## src/rtl/rxpf_pkg.sv

```systemverilog
package rxpf_pkg;

  typedef enum logic [1:0] {
    MODE_PACKET = 2'd0,
    MODE_BLOCK  = 2'd1,
    MODE_DRAIN  = 2'd2
  } readMode_e;

  typedef enum logic [1:0] {
    RD_IDLE = 2'd0,
    RD_READ = 2'd1,
    RD_DONE = 2'd2
  } rdState_e;

  // strobes from reader control to storage
  typedef struct packed {
    logic pop;
  } ctlStrobe_t;

  // status from storage to reader control
  typedef struct packed {
    logic empty;
    logic headEof;
    logic pushing;
    logic lastEntry;
    logic highWm;
  } fifoStat_t;

endpackage

```

## src/rtl/rxpf_store.sv

```systemverilog
module rxpf_store
  import rxpf_pkg::*;
#(
  parameter int DATA_W = 8,
  parameter int DEPTH  = 16,
  parameter int CNT_W  = $clog2(DEPTH + 1)
) (
  input  logic              clk,
  input  logic              rstN,
  input  logic              wrValid,
  input  logic [DATA_W-1:0] wrData,
  input  logic              wrLast,
  input  logic [CNT_W-1:0]  lowThresh,
  input  logic [CNT_W-1:0]  highThresh,
  input  ctlStrobe_t        strobe,
  output fifoStat_t         stat,
  output logic [DATA_W-1:0] headData,
  output logic              lowWm,
  output logic              highWm,
  output logic [CNT_W-1:0]  framesHeld,
  output logic              overflow
);

  localparam int ADDR_W = (DEPTH > 1) ? $clog2(DEPTH) : 1;
  localparam logic [CNT_W-1:0]  FULL_CNT = CNT_W'(DEPTH);
  localparam logic [ADDR_W-1:0] LAST_PTR = ADDR_W'(DEPTH - 1);

  logic [DATA_W:0]   mem [DEPTH];
  logic [ADDR_W-1:0] wrPtr, rdPtr;
  logic [CNT_W-1:0]  count;
  logic              full, empty, push, pop;
  logic              frameIn, frameOut;

  assign full     = (count == FULL_CNT);
  assign empty    = (count == '0);
  assign push     = wrValid && !full;
  assign pop      = strobe.pop && !empty;
  assign frameIn  = push && wrLast;
  assign frameOut = pop && mem[rdPtr][DATA_W];

  always_ff @(posedge clk) begin
    if (push) mem[wrPtr] <= {wrLast, wrData};
  end

  always_ff @(posedge clk) begin
    if (!rstN) begin
      wrPtr <= '0;
      rdPtr <= '0;
    end else begin
      if (push) wrPtr <= (wrPtr == LAST_PTR) ? '0 : wrPtr + ADDR_W'(1);
      if (pop)  rdPtr <= (rdPtr == LAST_PTR) ? '0 : rdPtr + ADDR_W'(1);
    end
  end

  always_ff @(posedge clk) begin
    if (!rstN) begin
      count <= '0;
    end else begin
      case ({push, pop})
        2'b10:   count <= count + CNT_W'(1);
        2'b01:   count <= count - CNT_W'(1);
        default: count <= count;
      endcase
    end
  end

  always_ff @(posedge clk) begin
    if (!rstN) begin
      framesHeld <= '0;
    end else begin
      case ({frameIn, frameOut})
        2'b10:   framesHeld <= framesHeld + CNT_W'(1);
        2'b01:   framesHeld <= framesHeld - CNT_W'(1);
        default: framesHeld <= framesHeld;
      endcase
    end
  end

  always_ff @(posedge clk) begin
    if (!rstN)                overflow <= 1'b0;
    else if (wrValid && full) overflow <= 1'b1;
  end

  assign lowWm    = (count >= lowThresh);
  assign highWm   = (count >= highThresh) || (framesHeld != '0);
  assign headData = mem[rdPtr][DATA_W-1:0];

  always_comb begin
    stat.empty     = empty;
    stat.headEof   = !empty && mem[rdPtr][DATA_W];
    stat.pushing   = push;
    stat.lastEntry = (count == CNT_W'(1));
    stat.highWm    = highWm;
  end

  AST_NO_OVERFLOW: assert property (@(posedge clk) disable iff (!rstN)
    count <= FULL_CNT);
  AST_FULL_DROP: assert property (@(posedge clk) disable iff (!rstN)
    (full && wrValid && !strobe.pop) |=> $stable(count));
  AST_OVF_STICKY: assert property (@(posedge clk) disable iff (!rstN)
    overflow |=> overflow);
  AST_NO_EMPTY_POP: assert property (@(posedge clk) disable iff (!rstN)
    strobe.pop |-> !empty);
  AST_FRAMES_BOUND: assert property (@(posedge clk) disable iff (!rstN)
    framesHeld <= count);
  AST_HEAD_HOLD: assert property (@(posedge clk) disable iff (!rstN)
    (!empty && !strobe.pop) |=> (headData == $past(headData)));

endmodule

```

## src/rtl/rxpf_reader.sv

```systemverilog
module rxpf_reader
  import rxpf_pkg::*;
#(
  parameter int CNT_W = 5
) (
  input  logic             clk,
  input  logic             rstN,
  input  logic [1:0]       readMode,
  input  logic [CNT_W-1:0] blockSize,
  input  logic             hostReady,
  input  fifoStat_t        stat,
  output ctlStrobe_t       strobe,
  output logic             rdValid,
  output logic             rdEof,
  output logic             xferDone
);

  rdState_e         state, stateNext;
  logic [CNT_W-1:0] byteCnt;
  readMode_e        mode;
  logic             pop, blockHit, drainHit, endNow;

  assign mode     = readMode_e'(readMode);
  assign rdValid  = (state == RD_READ) && !stat.empty;
  assign rdEof    = rdValid && stat.headEof;
  assign pop      = rdValid && hostReady;
  assign blockHit = (mode == MODE_BLOCK) && ((byteCnt + CNT_W'(1)) == blockSize);
  assign drainHit = (mode == MODE_DRAIN) && stat.lastEntry && !stat.pushing;
  assign endNow   = pop && (stat.headEof || blockHit || drainHit);
  assign xferDone = (state == RD_DONE);

  always_comb begin
    strobe.pop = pop;
  end

  always_comb begin
    stateNext = state;
    case (state)
      RD_IDLE: if (stat.highWm) stateNext = RD_READ;
      RD_READ: if (endNow)      stateNext = RD_DONE;
      RD_DONE:                  stateNext = RD_IDLE;
      default:                  stateNext = RD_IDLE;
    endcase
  end

  always_ff @(posedge clk) begin
    if (!rstN) begin
      state   <= RD_IDLE;
      byteCnt <= '0;
    end else begin
      state <= stateNext;
      if (state == RD_IDLE) byteCnt <= '0;
      else if (pop)         byteCnt <= byteCnt + CNT_W'(1);
    end
  end

  AST_DONE_PULSE: assert property (@(posedge clk) disable iff (!rstN)
    (state == RD_DONE) |=> (state == RD_IDLE));
  AST_BLOCK_BOUND: assert property (@(posedge clk) disable iff (!rstN)
    (state == RD_READ && mode == MODE_BLOCK && blockSize != '0) |-> (byteCnt < blockSize));
  AST_STALL_HOLD: assert property (@(posedge clk) disable iff (!rstN)
    (rdValid && !hostReady) |=> rdValid);
  AST_EMPTY_QUIET: assert property (@(posedge clk) disable iff (!rstN)
    stat.empty |-> !pop);

endmodule

```

## src/rtl/rxPktFifo.sv

```systemverilog
module rxPktFifo
  import rxpf_pkg::*;
#(
  parameter int DATA_W = 8,
  parameter int DEPTH  = 16,
  localparam int CNT_W = $clog2(DEPTH + 1)
) (
  input  logic              clk,
  input  logic              rstN,
  input  logic              wrValid,
  input  logic [DATA_W-1:0] wrData,
  input  logic              wrLast,
  input  logic [CNT_W-1:0]  lowThresh,
  input  logic [CNT_W-1:0]  highThresh,
  input  logic [1:0]        readMode,
  input  logic [CNT_W-1:0]  blockSize,
  input  logic              hostReady,
  output logic              rdValid,
  output logic [DATA_W-1:0] rdData,
  output logic              rdEof,
  output logic              xferDone,
  output logic              lowWm,
  output logic              highWm,
  output logic [CNT_W-1:0]  framesHeld,
  output logic              overflow
);

  ctlStrobe_t strobe;
  fifoStat_t  stat;

  rxpf_store #(.DATA_W(DATA_W), .DEPTH(DEPTH), .CNT_W(CNT_W)) uStore (
    .clk        (clk),
    .rstN       (rstN),
    .wrValid    (wrValid),
    .wrData     (wrData),
    .wrLast     (wrLast),
    .lowThresh  (lowThresh),
    .highThresh (highThresh),
    .strobe     (strobe),
    .stat       (stat),
    .headData   (rdData),
    .lowWm      (lowWm),
    .highWm     (highWm),
    .framesHeld (framesHeld),
    .overflow   (overflow)
  );

  rxpf_reader #(.CNT_W(CNT_W)) uReader (
    .clk       (clk),
    .rstN      (rstN),
    .readMode  (readMode),
    .blockSize (blockSize),
    .hostReady (hostReady),
    .stat      (stat),
    .strobe    (strobe),
    .rdValid   (rdValid),
    .rdEof     (rdEof),
    .xferDone  (xferDone)
  );

endmodule

```

## config.mk

```make
export PLATFORM = sky130hd
export DESIGN_NAME = rxPktFifo
export DESIGN_NICKNAME = d
export VERILOG_FILES = /design/src/rtl/rxpf_pkg.sv /design/src/rtl/rxpf_store.sv /design/src/rtl/rxpf_reader.sv /design/src/rtl/rxPktFifo.sv
export SDC_FILE = /design/constraint.sdc
export NUM_CORES = 1
export LEC_CHECK = 0
export ABC_AREA = 0
export BUFFER_PORTS_ARGS = -buffer_cell sky130_fd_sc_hd__clkbuf_2
export CAP_MARGIN = 20
export CORE_MARGIN = 3
export CORE_UTILIZATION = 45
export CTS_CLUSTER_SIZE = 16
export DETAILED_ROUTE_END_ITERATION = 8
export PLACE_DENSITY = 0.69
export SLEW_MARGIN = 20
export SYNTH_ARGS = -nofsm -noshare
export SYNTH_HDL_FRONTEND = slang
export SYNTH_HIERARCHICAL = 1
export SYNTH_SLANG_ARGS = --single-unit
```

## constraint.sdc

```tcl
create_clock -name clk -period 5.3 [get_ports clk]
set_clock_uncertainty 0.15 [all_clocks]
set_input_delay 0.795 -clock clk [delete_from_list [all_inputs] [get_ports clk]]
set_output_delay 0.795 -clock clk [all_outputs]
set_load 0.02 [all_outputs]
```

Yosys cells after proc, flatten, opt, wreduce, memory -nomap -nowiden
Memories as Yosys holds them, arrays and structs flattened. A register that Yosys moved wholly into a read port is not among the register bits.
Cells that the tools add are included.
- $add $sub $neg: 7
- $mul: 0
- div/mod/pow operators: 0
- $lt $le $gt $ge: 2
- eq/ne operators: 15
- shift-type cells: 0
- multiplexer cells: 11
- bitwise logic cells: 1
- reductions and logical operators: 26
- operators by type and width (operator ; count):
    $pmux W5 S2 ; 2
    $mux W4 ; 4
    $add A5 B1 Y5 const B ; 3
    $logic_and A1 B1 Y1 ; 13
    $ge A5 B5 Y1 ; 2
    $sub A5 B1 Y5 const B ; 2
    $add A4 B1 Y4 const B ; 2
    $eq A2 B1 Y1 const B ; 4
    $eq A2 B2 Y1 const B ; 4
    $eq A4 B4 Y1 const B ; 2
    $eq A5 B1 Y1 const B ; 1
    $eq A5 B5 Y1 ; 1
    $eq A5 B5 Y1 const B ; 1
    $logic_not A5 Y1 ; 1
    $reduce_bool A5 Y1 ; 1
    $mux W2 ; 2
    $pmux W2 S2 ; 1
    $reduce_bool A2 Y1 ; 2
    $logic_not A1 Y1 ; 3
    $logic_or A1 B1 Y1 ; 3
    $logic_not A2 Y1 ; 1
    $mux W1 ; 2
    $ne A2 B1 Y1 const B ; 1
    $ne A2 B2 Y1 const B ; 1
    other kinds (3) ; 3
- register bits: 26
- bits in latches: 0
- memory bits (writable): 144
- memory bits (read-only): 0
- input port bits: 30
- logic and storage cells: 70
- memories: 1
- memory list (name ; words ; bits a word ; rd ports ; clocked after memory_dff ; wr ports ; line ; source):
    uStore.mem ; 16 ; 9 ; 1 ; 1 ; 1 ; rxpf_store.sv:28 ; logic [DATA_W:0] mem [DEPTH];

Depth between registers and ports, before layout
- word-level depth: 9
- gate-level depth with buffers: 19
- gate-level depth less buffers: 17

Cells and area by module
Netlist, hierarchy kept.
- by module, submodules not included (module ; instances ; cells an instance ; area an instance (um2)):
    rxpf_store ; 1 ; 423 ; 7099.3
    rxpf_reader ; 1 ; 54 ; 466.7

Worst setup path after synthesis
OpenSTA, ideal clock, no wires.
- path kind: register to register
- from: register uStore.count[0]
- to: register uStore.framesHeld[4]
- library setup time: 0.076 ns
- arrival time: 3.687 ns
- required time: 5.074 ns
- path slack: 1.388 ns
- cell stages (with the launch flop): 19
- path buffers: 2
- period minus slack after synthesis: 3.912 ns
- cells stage by stage: dfxtp_1 -> inv_1 -> ha_1 -> or4b_1 -> inv_1 -> buf_4 -> nor3b_4 -> nand2_2 -> inv_1 -> nand2_1 -> or3_1 -> o31ai_1 -> ha_1 -> buf_2 -> xor2_1 -> ha_1 -> a311oi_1 -> or4_1 -> a21boi_0
- cells in the longest elaborated chain, start to end: 8
- elaborated cells between the ends (all ways): 14
- those cells by class: eq/ne (3); mux (1); reduce/logical (10)
- ends and longest elaborated chain (element ; line ; source):
    from (decl) ; rxpf_store.sv:30 ; logic [CNT_W-1:0] count;
    from (signal assigned) ; rxpf_store.sv:60 ; 2'b10: count <= count + CNT_W'(1);
    from (signal assigned) ; rxpf_store.sv:61 ; 2'b01: count <= count - CNT_W'(1);
    from (signal assigned) ; rxpf_store.sv:62 ; default: count <= count;
    $logic_not A5 Y1 (*) ; rxpf_store.sv:35 ; assign empty = (count == '0);
    via uStore.empty ; rxpf_store.sv:31 ; logic full, empty, push, pop;
    $logic_not A1 Y1 (*) ; rxpf_reader.sv:24 ; assign rdValid = (state == RD_READ) && !stat.empty;
    $logic_and A1 B1 Y1 (*) ; rxpf_reader.sv:24 ;
    via rdValid ; rxPktFifo.sv:18 ; output logic rdValid,
    $logic_and A1 B1 Y1 (*) ; rxpf_reader.sv:26 ; assign pop = rdValid && hostReady;
    via strobe ; rxPktFifo.sv:28 ; ctlStrobe_t strobe;
    $logic_and A1 B1 Y1 (*) ; rxpf_store.sv:37 ; assign pop = strobe.pop && !empty;
    $logic_and A1 B1 Y1 (*) ; rxpf_store.sv:39 ; assign frameOut = pop && mem[rdPtr][DATA_W];
    $eq A2 B1 Y1 or $eq A2 B2 Y1 (tied branches) ; rxpf_store.sv:71 ; case ({frameIn, frameOut})
    $pmux W5 S2 or $reduce_bool A2 Y1 (tied branches) ; n/a ;
    to (signal assigned) ; rxpf_store.sv:72 ; 2'b10: framesHeld <= framesHeld + CNT_W'(1);
    to (signal assigned) ; rxpf_store.sv:73 ; 2'b01: framesHeld <= framesHeld - CNT_W'(1);
    to (signal assigned) ; rxpf_store.sv:74 ; default: framesHeld <= framesHeld;
    to (decl) ; rxpf_store.sv:20 ; output logic [CNT_W-1:0] framesHeld,
Mark *: on every way through the listed nets, which the timed path passes. The rest lies on a longest branch.
A chain may end at the register's enable or synchronous reset.

==> run_results.csv <==
group,metric,value,unit
timing,worst_slew_pin_slew,1.06,ns
drt,wl,14700,µm
power_and_ir_drop,power,2.87,mW
clock_tree,root_buffer,"clkbuf_16",
cells_and_area,layout.nets,581,
floorplanning,die_w,136,µm
clock_tree,post_cts_resized,0,
floorplanning,die_y,136,µm
timing,setup_slack,1.04,ns
grt,grt_pass1_wl,22900,µm
synth,syn_area,7570,µm²
grt,grt_usage,0.166,
place,dp_cells,723,
synth,ys_seq_elements,174,
power_and_ir_drop,p_leak,2.98,nW
synth,async_flop_share,0,
floorplanning,rows,46,
timing,finalCriticalPeriod,4.26,ns
worst_setup_path,cp_data_required_time,5.50,ns
grt,grt_max_degree,37,
place,place_area,7970,µm²
worst_setup_path,slowest_stage,"dfxtp_1",
synth,syn_nets,532,
drt,firstDrtPassIters,5,
timing,max_slew_margin,0.294,
drt,antenna_left,0,
cells_and_area,antennaDiodeCount,0,
clock_tree,cts.htree.levels,4,
synth,synth.top_cell.area_share,0.572,
worst_setup_path,cp.arrival,4.46,ns
floorplanning,core-area,16200,µm²
synth,yosysUniqueCellTypes,63,
cells_and_area,drive_above_1_share,0.224,
synth,synth_area_leader_cell,"edfxtp_1",
worst_hold_path,worstHoldPathType,"register to register",
synth,synth_top_cells_by_area,"edfxtp_1 57%, mux4_2 8.0%, dfxtp_1 7.9%, ha_1 4.1%, mux4_1 2.4%",
place,dp_hpwl,9420,µm
place,io_buffer_count,48,
drt,drc,0,
cells_and_area,design_area,8550,µm²
cells_and_area,utilization,0.529,
synth,ys_seq_area_frac,0.651,
cells_and_area,area_delta_synth_final,13.0,%
place,place.gp.congestion,0.758,
timing,timing.fmax,235,MHz
clock_tree,cts_tree,"yes",
timing,setup_viol,0,
grt,grt_pass1_vias,4270,
clock_tree,cts_setup_buffers,0,
timing,period_share,0.804,
clock_tree,clk_latency,0.42,ns
drt,viasPerCell,5.69,
timing,holdWs,0.324,ns
synth,synth_cells,477,
worst_setup_path,startpoint_type,"register",
drt,route.vias.total,4295,
timing,setup_tns,0,ns
cells_and_area,stdcell_count,755,
clock_tree,cts_hold_buf,0,
worst_setup_path,crit_fanout,8,
timing,drv_slew,0,
synth,yosys_warnings,6,
drt,drtIter0Drc,362,
synth,synth_flop_cell,"edfxtp_1",
flow_run,maxCapViolCount,0,
synth,synth_edf_count,144,
timing,rsz0062_at_grt,"false",
floorplanning,num_io_pins,49,
place,dpl_worst_slack,1.15,ns
clock_tree,cts_buffers,17,
floorplanning,dieArea,18400,µm²
synth,syn_area_per_cell,15.9,µm²
floorplanning,start_util,0.468,
grt,grt_overflow,0,
synth,synth_most_common_cell,"edfxtp_1",
clock_tree,cts.reportedPaths.clkPinSlew,0.07,ns
power_and_ir_drop,power_density,336,nW/µm²
worst_setup_path,setup.worst_path.class,"register to register",
grt,antenna_found_initial,0,
synth,synth_common_cells,"144 x edfxtp_1, 30 x dfxtp_1, 27 x mux4_2, 26 x nand2_1",
worst_setup_path,critPathMaxStageDelay,0.44,ns
timing,hold_violations,0,
worst_setup_path,path_cells,"inv_1 -> ha_1 -> or4b_1 -> inv_1 -> nor3b_4 -> nand2_2 -> inv_1 -> nand2_1 -> or3_1 -> o31ai_1 -> ha_1 -> ha_1 -> o21ai_0 -> a21oi_1 -> or4_1 -> a21boi_0",
status,outcome,"complete, no violations",
power_and_ir_drop,ir_drop,0.232,mV
clock_tree,clockBufferDepth,2,
clock_tree,clock_sinks,174,
worst_setup_path,crit_path_end_kind,"register",
drt,wl_per_cell,19.5,µm
final cells by class:
class / instances / area (µm²)
fill: 1302 / 7620
clock inverter: 14 / 151
sequential: 174 / 4930
tap: 216 / 270
multi-input combinational: 263 / 2440
timing repair buffer: 50 / 255
clock buffer: 18 / 429
inverter: 20 / 75.1
report_power, final:
group          internal [mW]  switching, mW  leakage [nW]
registers               1.50         0.0127          1.54
clock network          0.666          0.542         0.283
logic                 0.0634         0.0925          1.15
total                   2.23          0.647          2.98
final timing paths:
check                                from                                end  slack (ns)  cells after the start
max          uStore/count[0]$_SDFFE_PN0P_  uStore/framesHeld[4]$_SDFFE_PN0P_        1.04                     16
min          uStore/overflow$_SDFFE_PN0P_       uStore/overflow$_SDFFE_PN0P_        0.32                      1
max reg2reg  uStore/count[0]$_SDFFE_PN0P_  uStore/framesHeld[4]$_SDFFE_PN0P_        1.04                     16
min reg2reg  uStore/overflow$_SDFFE_PN0P_       uStore/overflow$_SDFFE_PN0P_        0.32                      1
cell families (layout without fill, tap and decap cells):
kind of cell,Yosys count,after routing,share of synthesized area
buf+inv,40,102,0.0286
compound gates,64,64,0.0595
simple gates,114,114,0.0837
flops,174,174,0.651
xor+xnor,19,19,0.0220
fa+ha+maj,25,25,0.0413
mux,41,41,0.114
worst max-delay path: cells and delay by family (launching register included):
| family | cells | cell delay (ns) |
|---|---|---|
| flops | 1 | 0.44 |
| buf+inv | 3 | 0.42 |
| simple gates | 6 | 1.62 |
| compound gates | 4 | 0.60 |
| fa+ha+maj | 3 | 0.96 |
per-layer routing:
layer,global-route usage,share of wire,up-vias
met5,0,0,-
met4,0.0582,0.017,0
met3,0.0453,0.059,27
met2,0.259,0.49,116
met1,0.226,0.44,2194
li1,-,-,1958
layout by cell type, fill, tap and decap left out, types with 5 or more instances in the layout:
cell type  synthesis  final
mux4_1             7      7
edfxtp_1         144    144
xor2_1            10     10
nand3_1            7      7
inv_1             19     19
and2_1             8      8
o21ai_0           11     11
mux2i_1            7      7
dfxtp_1           30     29
xnor2_1            9      9
nand2b_1           5      5
mux4_2            27     27
a21oi_1           13     13
ha_1              25     25
a221o_1            8      8
a21boi_0           6      6
clkbuf_16          0     17
nor2_1            25     25
a22o_1             8      8
clkbuf_2           0     48
nand2_1           26     26
state kept, by name, summed over array words and instances (netlist names), named ones only:
| signal | cells |
|---|---|
| uReader/byteCnt | 5 |
| uReader/state | 2 |
| uStore/count | 5 |
| uStore/framesHeld | 5 |
| uStore/mem | 144 |
| uStore/overflow | 1 |
| uStore/rdPtr | 4 |
| uStore/wrPtr | 4 |
(Power assumes the default switching activity.)
